==> src/rtl/fifo_addr_pkg.sv <==
package fifo_addr_pkg;
  localparam int PTR_W   = 16;
  localparam int LOC_W   = 12;
  localparam int LO_MAX  = 5;   // lowest active bit for the widest word
  localparam int MODE_W  = 3;

  // lowest active bit for a width mode; codes above LO_MAX mean 1-bit words
  function automatic int unsigned step_bit(input logic [MODE_W-1:0] wm);
    if (int'(wm) >= LO_MAX) return 0;
    return LO_MAX - int'(wm);
  endfunction

  // highest active bit for a cascade mode, capped at the pointer width
  function automatic int unsigned top_bit(input logic [MODE_W-1:0] cm,
                                          input int unsigned loc_w,
                                          input int unsigned ptr_w);
    int unsigned t;
    t = loc_w - 1 + int'(cm);
    if (t > ptr_w - 1) t = ptr_w - 1;
    return t;
  endfunction

  function automatic logic [PTR_W-1:0] span_mask(input int unsigned lo,
                                                 input int unsigned hi);
    logic [PTR_W-1:0] m;
    for (int b = 0; b < PTR_W; b++) m[b] = (b >= int'(lo)) && (b <= int'(hi));
    return m;
  endfunction
endpackage

==> src/rtl/fifo_addr_cfg.sv <==
module fifo_addr_cfg
  import fifo_addr_pkg::*;
#(
  parameter int CNT_W = PTR_W,
  parameter int ADR_W = LOC_W
) (
  input  logic              clk,
  input  logic              rst,
  input  logic [MODE_W-1:0] wid_mode,
  input  logic [MODE_W-1:0] cas_mode,
  output logic [CNT_W-1:0]  step,
  output logic [CNT_W-1:0]  mask
);
  logic [MODE_W-1:0] wid_q, cas_q;

  // modes are captured only while reset is held
  always_ff @(posedge clk) begin
    if (rst) begin
      wid_q <= wid_mode;
      cas_q <= cas_mode;
    end
  end

  logic [PTR_W-1:0] mask_full;
  assign mask_full = span_mask(step_bit(wid_q), top_bit(cas_q, ADR_W, CNT_W));
  assign mask      = mask_full[CNT_W-1:0];
  assign step      = CNT_W'(1) << step_bit(wid_q);


  cfg_frozen_chk: assert property (@(posedge clk) disable iff (rst)
    1'b1 |=> $stable(step) && $stable(mask));
endmodule

==> src/rtl/fifo_addr_ctr.sv <==
module fifo_addr_ctr #(
  parameter int CNT_W = 16
) (
  input  logic             clk,
  input  logic             rst,
  input  logic             inc,
  input  logic [CNT_W-1:0] step,
  input  logic [CNT_W-1:0] mask,
  output logic [CNT_W-1:0] cnt
);
  logic [CNT_W-1:0] cnt_nxt;

  // masking drops the carry out of the top active bit, so the field wraps
  assign cnt_nxt = (cnt + step) & mask;

  always_ff @(posedge clk) begin
    if (rst)      cnt <= '0;
    else if (inc) cnt <= cnt_nxt;
  end


  inactive_zero_chk: assert property (@(posedge clk) disable iff (rst)
    (cnt & ~mask) == '0);

  advance_chk: assert property (@(posedge clk) disable iff (rst)
    inc |=> cnt != $past(cnt));

  idle_hold_chk: assert property (@(posedge clk) disable iff (rst)
    !inc |=> $stable(cnt));
endmodule

==> src/rtl/fifo_blk_decode.sv <==
module fifo_blk_decode #(
  parameter int CNT_W = 16,
  parameter int ADR_W = 12,
  localparam int SEL_W = CNT_W - ADR_W,
  localparam int NBLK  = 1 << SEL_W
) (
  input  logic             clk,
  input  logic             rst,
  input  logic [CNT_W-1:0] cnt,
  output logic [ADR_W-1:0] loc,
  output logic [NBLK-1:0]  blk_en
);
  logic [SEL_W-1:0] sel;
  assign sel = cnt[CNT_W-1:ADR_W];
  assign loc = cnt[ADR_W-1:0];

  for (genvar k = 0; k < NBLK; k++) begin : g_en
    assign blk_en[k] = (sel == SEL_W'(k));
  end


  blk_onehot_chk: assert property (@(posedge clk) disable iff (rst)
    $countones(blk_en) == 1);
endmodule

==> src/rtl/fifo_addr_gen.sv <==
module fifo_addr_gen
  import fifo_addr_pkg::*;
#(
  parameter int CNT_W = PTR_W,
  parameter int ADR_W = LOC_W,
  localparam int NBLK = 1 << (CNT_W - ADR_W)
) (
  input  logic              clk,
  input  logic              rst,
  input  logic [MODE_W-1:0] wid_mode,
  input  logic [MODE_W-1:0] cas_mode,
  input  logic              wr_req,
  input  logic              wr_full,
  input  logic              rd_req,
  input  logic              rd_empty,
  output logic [CNT_W-1:0]  wr_cnt,
  output logic [CNT_W-1:0]  rd_cnt,
  output logic [ADR_W-1:0]  wr_loc,
  output logic [ADR_W-1:0]  rd_loc,
  output logic [NBLK-1:0]   wr_blk_en,
  output logic [NBLK-1:0]   rd_blk_en
);
  logic [CNT_W-1:0] step, mask;

  fifo_addr_cfg #(.CNT_W(CNT_W), .ADR_W(ADR_W)) u_cfg (
    .clk, .rst, .wid_mode, .cas_mode, .step, .mask
  );

  // channel 0 = write, channel 1 = read
  logic [1:0]                  acc;
  logic [1:0][CNT_W-1:0]       cnt;
  logic [1:0][ADR_W-1:0]       loc;
  logic [1:0][NBLK-1:0]        blk;

  assign acc[0] = wr_req && !wr_full;
  assign acc[1] = rd_req && !rd_empty;

  for (genvar c = 0; c < 2; c++) begin : g_ch
    fifo_addr_ctr #(.CNT_W(CNT_W)) u_ctr (
      .clk, .rst, .inc(acc[c]), .step, .mask, .cnt(cnt[c])
    );
    fifo_blk_decode #(.CNT_W(CNT_W), .ADR_W(ADR_W)) u_dec (
      .clk, .rst, .cnt(cnt[c]), .loc(loc[c]), .blk_en(blk[c])
    );
  end

  assign wr_cnt    = cnt[0];
  assign rd_cnt    = cnt[1];
  assign wr_loc    = loc[0];
  assign rd_loc    = loc[1];
  assign wr_blk_en = blk[0];
  assign rd_blk_en = blk[1];


  wr_blocked_chk: assert property (@(posedge clk) disable iff (rst)
    wr_full |=> $stable(wr_cnt));

  rd_blocked_chk: assert property (@(posedge clk) disable iff (rst)
    rd_empty |=> $stable(rd_cnt));
endmodule

==> config.mk <==
export PLATFORM = sky130hd
export DESIGN_NAME = fifo_addr_gen
export DESIGN_NICKNAME = d
export VERILOG_FILES = /design/src/rtl/fifo_addr_pkg.sv /design/src/rtl/fifo_addr_cfg.sv /design/src/rtl/fifo_addr_ctr.sv /design/src/rtl/fifo_blk_decode.sv /design/src/rtl/fifo_addr_gen.sv
export SDC_FILE = /design/constraint.sdc
export NUM_CORES = 1
export LEC_CHECK = 0
export ABC_CLOCK_PERIOD_IN_PS = 6800
export BUFFER_PORTS_ARGS = -buffer_cell sky130_fd_sc_hd__buf_4
export CORE_MARGIN = 5
export CORE_UTILIZATION = 57
export DETAILED_ROUTE_END_ITERATION = 10
export PLACE_DENSITY = 0.86
export SLEW_MARGIN = 20
export SYNTH_ARGS = -nofsm -noshare
export SYNTH_HDL_FRONTEND = slang
export SYNTH_SLANG_ARGS = --single-unit
==> constraint.sdc <==
create_clock -name clk -period 6.8 [get_ports clk]
set_input_delay 0.68 -clock clk [delete_from_list [all_inputs] [get_ports clk]]
set_output_delay 0.68 -clock clk [all_outputs]
set_load 0.02 [all_outputs]
==> impl_metrics.ini, run 1 <==
[layout]
n_antenna_cell = 0
area_growth_pct = 20.11
fin_util_pct = 69.26
nFillCells = 507
nNetsFinal = 561
drive_above_1_share_pct = 21.90

[setup_path]
crit_buf_inv = 0
cp_data_required_time_ns = 7.01
crit_family = compound AO/OA/AOI/OAI gates
max_stage_delay_ns = 0.63
crit_chain = nor3b_2 > xor2_1 > ha_1 > or2_2 > a31oi_1 > o21ai_1 > a31oi_1 > o21ai_1 > o311ai_1
crit_path_max_fanout = 18
worst_setup_path_start_kind = flop
arrival_ns = 3.22
cp-end-kind = flop
crit_slowest_cell = edfxtp_1
crit_type = reg -> reg

[timing]
whs_ns = 0.5127
fmax_ghz = 0.3323
worst_slew_pin_slew_ns = 0.9489
tns_ns = 0
rsz0062_at_grt = false
finalHoldViolCount = 0
fin_crit_ns = 3.009
fin_skew_ns = 0.006883
maxSlewViolCount = 0
setup_viol_count_final = 0
fin_crit_sh_pct = 44.26
timing.slew.headroom_pct = 36.61

[clock_tree]
cts_resized = 0
cts_root_buffer = clkbuf_8
clkSinkCount = 38
insertion_delay_ns = 0.30
postCtsHoldBufs = 0
numCtsBuffers = 5
postCtsSetupRepairBufs = 0
cts_tree = yes
clk_pin_slew_worst_paths_ns = 0.08
h-tree-depth = 2
clockBufferDepth = 2

[placed_design]
place_hpwl_um = 6844
place_congestion = 0.8618
portBuffers = 99

[global_route]
grt_max_degree = 47
grt_pass1_vias = 3386
antenna_found_initial = 0
overflow = 0
grt_pass1_wl_um = 14950
grt_use_total_pct = 23.96

[synthesis]
synthTopCellsByCount = 58 x nand2_1, 51 x nor2_1, 47 x a21oi_1
ys_top_cells_by_area = dfxtp_1 19%, ha_1 9.3%, a21oi_1 7.0%
synth_top_flop_cell = dfxtp_1
synth_edf_count = 6
async_flop_share_pct = 0
synth_most_common_cell = nand2_1
syn_inst = 455
ys_seq_area_share_pct = 24.48
synth_top_area_share_pct = 19.10
ys_types = 68
yosysWarnings = 0
syn_area_mm2 = 0.003353
synth_top_area_cell = dfxtp_1
synth_area_per_cell_um2 = 7.370
ys_ff_latch = 38

[detailed_routing]
drc = 0
viasPerCell = 5.998
ant_nets = 0
drt_iter0_markers = 199
num_vias = 3599
wl_per_cell_um = 15.40
wl_um = 9240
drt-pass1-iter-count = 5

[floorplan]
core_mm2 = 0.005816
start_util_pct = 57.66
fp.dieH_um = 86.70
ioPinCount = 100
dieWidth_um = 86.70
die-area_mm2 = 0.007517
rows = 28

[status]
status = completed

[hold_path]
hp-class = reg -> reg

[power_and_ir_drop]
p_leak_nw = 1.833
ir_drop_mv = 0.08621
p_per_area_mw_per_mm2 = 147.6

[flow_run]
max_cap_violations = 0
==> metrics by stage <==
step	power, W	cells	area [um^2]	setup WS, ns
floorplan	0.0003902	468	3402	4.017
global route	0.0006234	600	4028	3.556
detailed placement	0.0004389	592	3946	3.835
CTS	0.0005904	600	4028	3.816
global placement	0.0004333	592	3946	3.918
finish	0.0005946	600	4028	3.791
==> final timing paths <==
path | start | end | slack [ns] | depth (start not counted)
worst max-delay path | u_cfg.wid_q[2]$_DFFE_PP_ | g_ch[0].u_ctr.cnt[10]$_SDFFE_PP0P_ | 3.79 | 9
worst min-delay path | g_ch[0].u_ctr.cnt[0]$_SDFFE_PP0P_ | g_ch[0].u_ctr.cnt[0]$_SDFFE_PP0P_ | 0.51 | 2
worst min register to register | g_ch[0].u_ctr.cnt[0]$_SDFFE_PP0P_ | g_ch[0].u_ctr.cnt[0]$_SDFFE_PP0P_ | 0.51 | 2
worst max register to register | u_cfg.wid_q[2]$_DFFE_PP_ | g_ch[0].u_ctr.cnt[10]$_SDFFE_PP0P_ | 3.79 | 9
==> sequential cells by signal (all words and copies together), names as in the netlist <==
name,cells
u_cfg.cas_q,3
g_ch.u_ctr.cnt,32
u_cfg.wid_q,3
==> power breakdown <==
part           total (W)  leakage, nW  switching, W  internal (W)
Sequential      0.000264        0.319     0.0000247      0.000239
Clock           0.000157       0.0426     0.0000863     0.0000707
Combinational   0.000173         1.47      0.000103     0.0000701
==> routing by layer <==
layer | up-vias | routed length (um) | GRT usage [%]
li1 | 1750 | - | -
met1 | 1674 | 3664 | 27.44
met2 | 146 | 4641 | 42.70
met3 | 29 | 684 | 5.133
met4 | 0 | 250 | 10.20
met5 | - | 0 | 0
==> area by class of cell <==
| cell class | instances | area, um^2 | share of cell area [%] |
|---|---|---|---|
| timing repair buffer | 99 | 743.2 | 18.45 |
| sequential | 38 | 820.8 | 20.38 |
| inverter | 9 | 33.78 | 0.8388 |
| clock buffer | 6 | 72.57 | 1.802 |
| multi-input combinational | 371 | 2255 | 55.98 |
| tap | 75 | 93.84 | 2.330 |
| clock inverter | 2 | 8.758 | 0.2175 |
==> worst min-delay path: cells and delay by family, from the launching register on <==
kind / cells / cell delay, ns
flip-flops: 1 / 0.34
AND/OR/NAND/NOR: 1 / 0.06
AO/OA/AOI/OAI: 1 / 0.06
==> cell usage in the layout (no fill, tap or decap), types with 10 or more instances in the layout <==
master / count
nor2_1: 51
dfxtp_1: 32
ha_1: 25
nand2_1: 58
nor3_1: 22
conb_1: 14
nand3_1: 18
o21ai_0: 12
buf_4: 99
nand2b_1: 10
a21oi_1: 47
==> logic make-up after synthesis <==
group / count (synthesis) / synth area share [%]
fa+ha+maj: 25 / 9.328
buf+inv: 59 / 9.739
simple gates: 196 / 28.21
mux: 4 / 1.194
flops: 38 / 24.48
xor+xnor: 16 / 4.179
other cells: 1 / 0.1118
compound gates: 116 / 22.76
Power figures use the tool's default switching activity.
==> inputs of run 2 (changes only) <==
- ABC_CLOCK_PERIOD_IN_PS: 6800 -> 2590
- CORE_UTILIZATION: 57 -> 48
- PLACE_DENSITY: 0.86 -> 0.77
- clock period: 6.8 -> 2.59 ns (I/O delays scaled with it)
==> run 2 against run 1 <==
Compared with the run above: non-clock buffer count grew 43; flip-flop and latch count unchanged; highest routed layer unchanged; maximum frequency rose by 14%; worst hold slack got worse by 0.38 ns; the flow now finishes with violations (setup timing); sequential share of layout area fell by 2.6 points; final cell count rose by 11%; via count rose by 3.4%; clock skew is 0.00055 ns higher; critical path depth rose by 2.
==> impl_metrics.ini, run 2 (synthesis gave the netlist of run 1 again) <==
[status]
status = finished, violations left
violations = setup timing

[timing]
fin_crit_sh_pct = 101.6
tns_ns = -0.07266
fin_skew_ns = 0.007435
setup_ws_ns = -0.04076
worst_slew_pin_slew_ns = 0.6012
rsz0062_at_grt = true
fin_crit_ns = 2.631
setup_viol_count_final = 3
maxSlewViolCount = 0
finalHoldViolCount = 0
timing.slew.headroom_pct = 59.92
fmax_ghz = 0.3801
whs_ns = 0.1346

[setup_path]
r2r-start = u_cfg.wid_q[0]$_DFFE_PP_
crit_type = reg -> reg
r2r_slack_ns = -0.04
reg2reg_to = g_ch[1].u_ctr.cnt[12]$_SDFFE_PP0P_
rr_worst_depth = 11
crit_chain = buf_6 > nor3b_4 > xor2_1 > ha_2 > nand4b_1 > a21oi_2 > a21oi_4 > o31ai_2 > xor2_1 > nand3_1 > a21oi_2
cp-end-kind = flop
worst_setup_path_start_kind = flop
max_stage_delay_ns = 0.48
cp_data_required_time_ns = 2.82
crit_slowest_cell = edfxtp_1
crit_path_max_fanout = 4
crit_family = compound AO/OA/AOI/OAI gates
crit_buf_inv = 1
arrival_ns = 2.86

[flow_run]
max_cap_violations = 0

[detailed_routing]
wl_um = 10410
drt_iter0_markers = 146
drc = 0
ant_nets = 0
num_vias = 3723
viasPerCell = 5.607
drt-pass1-iter-count = 5
wl_per_cell_um = 15.68

[clock_tree]
numCtsBuffers = 5
clk_pin_slew_worst_paths_ns = 0.09
cts_tree = yes
clkSinkCount = 38
h-tree-depth = 2
clockBufferDepth = 2
insertion_delay_ns = 0.30
postCtsHoldBufs = 0
cts_root_buffer = clkbuf_8

[layout]
regMostFlops = g_ch.u_ctr.cnt
area_growth_pct = 37.57
largest_register_ffs = 32
drive_above_1_share_pct = 33.63
n_antenna_cell = 0
final_common_cell = buf_4
fin_area_mm2 = 0.004613
nNetsFinal = 604
final_cells = 664
nFillCells = 567
top_regs = g_ch.u_ctr.cnt: 32 flops, u_cfg.cas_q: 3 flops, u_cfg.wid_q: 3 flops
final_cell_mix = 137 x buf_4, 58 x nand2_1, 50 x nor2_1
fin_util_pct = 67.90

[power_and_ir_drop]
p_leak_nw = 2.099
power_switching_w = 0.0006048
sequentialPowerShare_pct = 39.0
power.clock.fraction_pct = 29.4
p_per_area_mw_per_mm2 = 381.6
ir_drop_mv = 0.2491
intPower_w = 0.001156
switching_share_pct = 34.35
p_comb_share_pct = 31.6

[hold_path]
hp-class = in -> reg
whs_path_depth = 1
holdPathEnd = u_cfg.cas_q[1]$_DFFE_PP_
min-delay-start = cas_mode[1]

[floorplan]
ioPinCount = 100
core_mm2 = 0.006794
start_util_pct = 49.36
dieWidth_um = 93.58
rows = 30
die-area_mm2 = 0.008757
fp.dieH_um = 93.58

[placed_design]
place_congestion = 0.9364
portBuffers = 99
placed_area_mm2 = 0.004190
place_hpwl_um = 7444
dp_cells = 639

[global_route]
grt_max_degree = 47
grt_use_total_pct = 21.93
grt_pass1_wl_um = 15790
antenna_found_initial = 0
grt_pass1_vias = 3495
overflow = 0
==> run 2: cell count changes in the layout (fill, tap and decap cells not counted), moves of 2 or more <==
| cell | change |
|---|---|
| buf_4 | +38 |
| nor3b_4 | +2 |
| nor3_2 | +2 |
| o21ai_2 | +3 |
| a21oi_2 | +7 |
| o21ai_0 | -2 |
| ha_1 | -6 |
| ha_2 | +4 |
| buf_6 | +5 |
| ha_4 | +2 |
| a31oi_1 | -2 |
| a21oi_1 | -8 |
| nor3_1 | -3 |
==> run 2: area by class of cell <==
class                   instances  area [um^2]  area share [%]
clock buffers                   5        68.82           1.492
clock inverters                 3        40.04          0.8679
inverters                       9        33.78          0.7323
multi-input cells             371         2445           53.00
flip-flops and latches         38        820.8           17.79
well taps                      96        120.1           2.604
repair buffers                142         1085           23.52
==> run 2: worst max path at each step <==
| stage | from | endpoint | slack, ns | cells past startpoint |
|---|---|---|---|---|
| 2_1_floorplan | u_cfg.wid_q[2]$_DFFE_PP_ | g_ch[1].u_ctr.cnt[11]$_SDFFE_PP0P_ | 0.003 | 11 |
| 3_3_place_gp | u_cfg.wid_q[1]$_DFFE_PP_ | g_ch[1].u_ctr.cnt[10]$_SDFFE_PP0P_ | 0.02 | 9 |
| 3_5_place_dp | u_cfg.wid_q[2]$_DFFE_PP_ | g_ch[1].u_ctr.cnt[10]$_SDFFE_PP0P_ | -0.07 | 9 |
| 4_1_cts | u_cfg.wid_q[0]$_DFFE_PP_ | g_ch[0].u_ctr.cnt[10]$_SDFFE_PP0P_ | -0.04 | 10 |
| 5_1_grt | u_cfg.wid_q[0]$_DFFE_PP_ | g_ch[1].u_ctr.cnt[10]$_SDFFE_PP0P_ | -0.16 | 11 |
| 6_report | u_cfg.wid_q[0]$_DFFE_PP_ | g_ch[1].u_ctr.cnt[12]$_SDFFE_PP0P_ | -0.04 | 11 |
==> run 2: power groups by stage <==
stage               Clock, W  Sequential, W  Combinational [W]
floorplan                  0       0.000697           0.000336
global placement           0       0.000698           0.000480
detailed placement         0       0.000701           0.000491
CTS                 0.000524       0.000687           0.000510
global route        0.000552       0.000695           0.000602
finish              0.000517       0.000686           0.000557
==> run 2: metrics by stage <==
stage | total power, W | setup WS (ns)
floorplan | 0.001033 | 0.003244
global placement | 0.001178 | 0.02315
detailed placement | 0.001193 | -0.07154
CTS | 0.001721 | -0.03565
global route | 0.001849 | -0.1571
finish | 0.001760 | -0.04076
==> run 2: timing repair <==
action | in CTS | in global routing
endpoints found under the setup margin | 8 | 19
buffers inserted | 6 | 11
gates resized for setup | 8 | 33
pin swaps | 6 | 25
cloned | 0 | 0
==> run 2: metal layers <==
metal / wire length (um) / global-route usage [%] / up-vias
met4: 281 / 8.183 / 0
li1: - / - / 1831
met2: 5119 / 37.40 / 153
met3: 697 / 4.264 / 25
met5: 0 / 0 / -
met1: 4314 / 27.28 / 1714
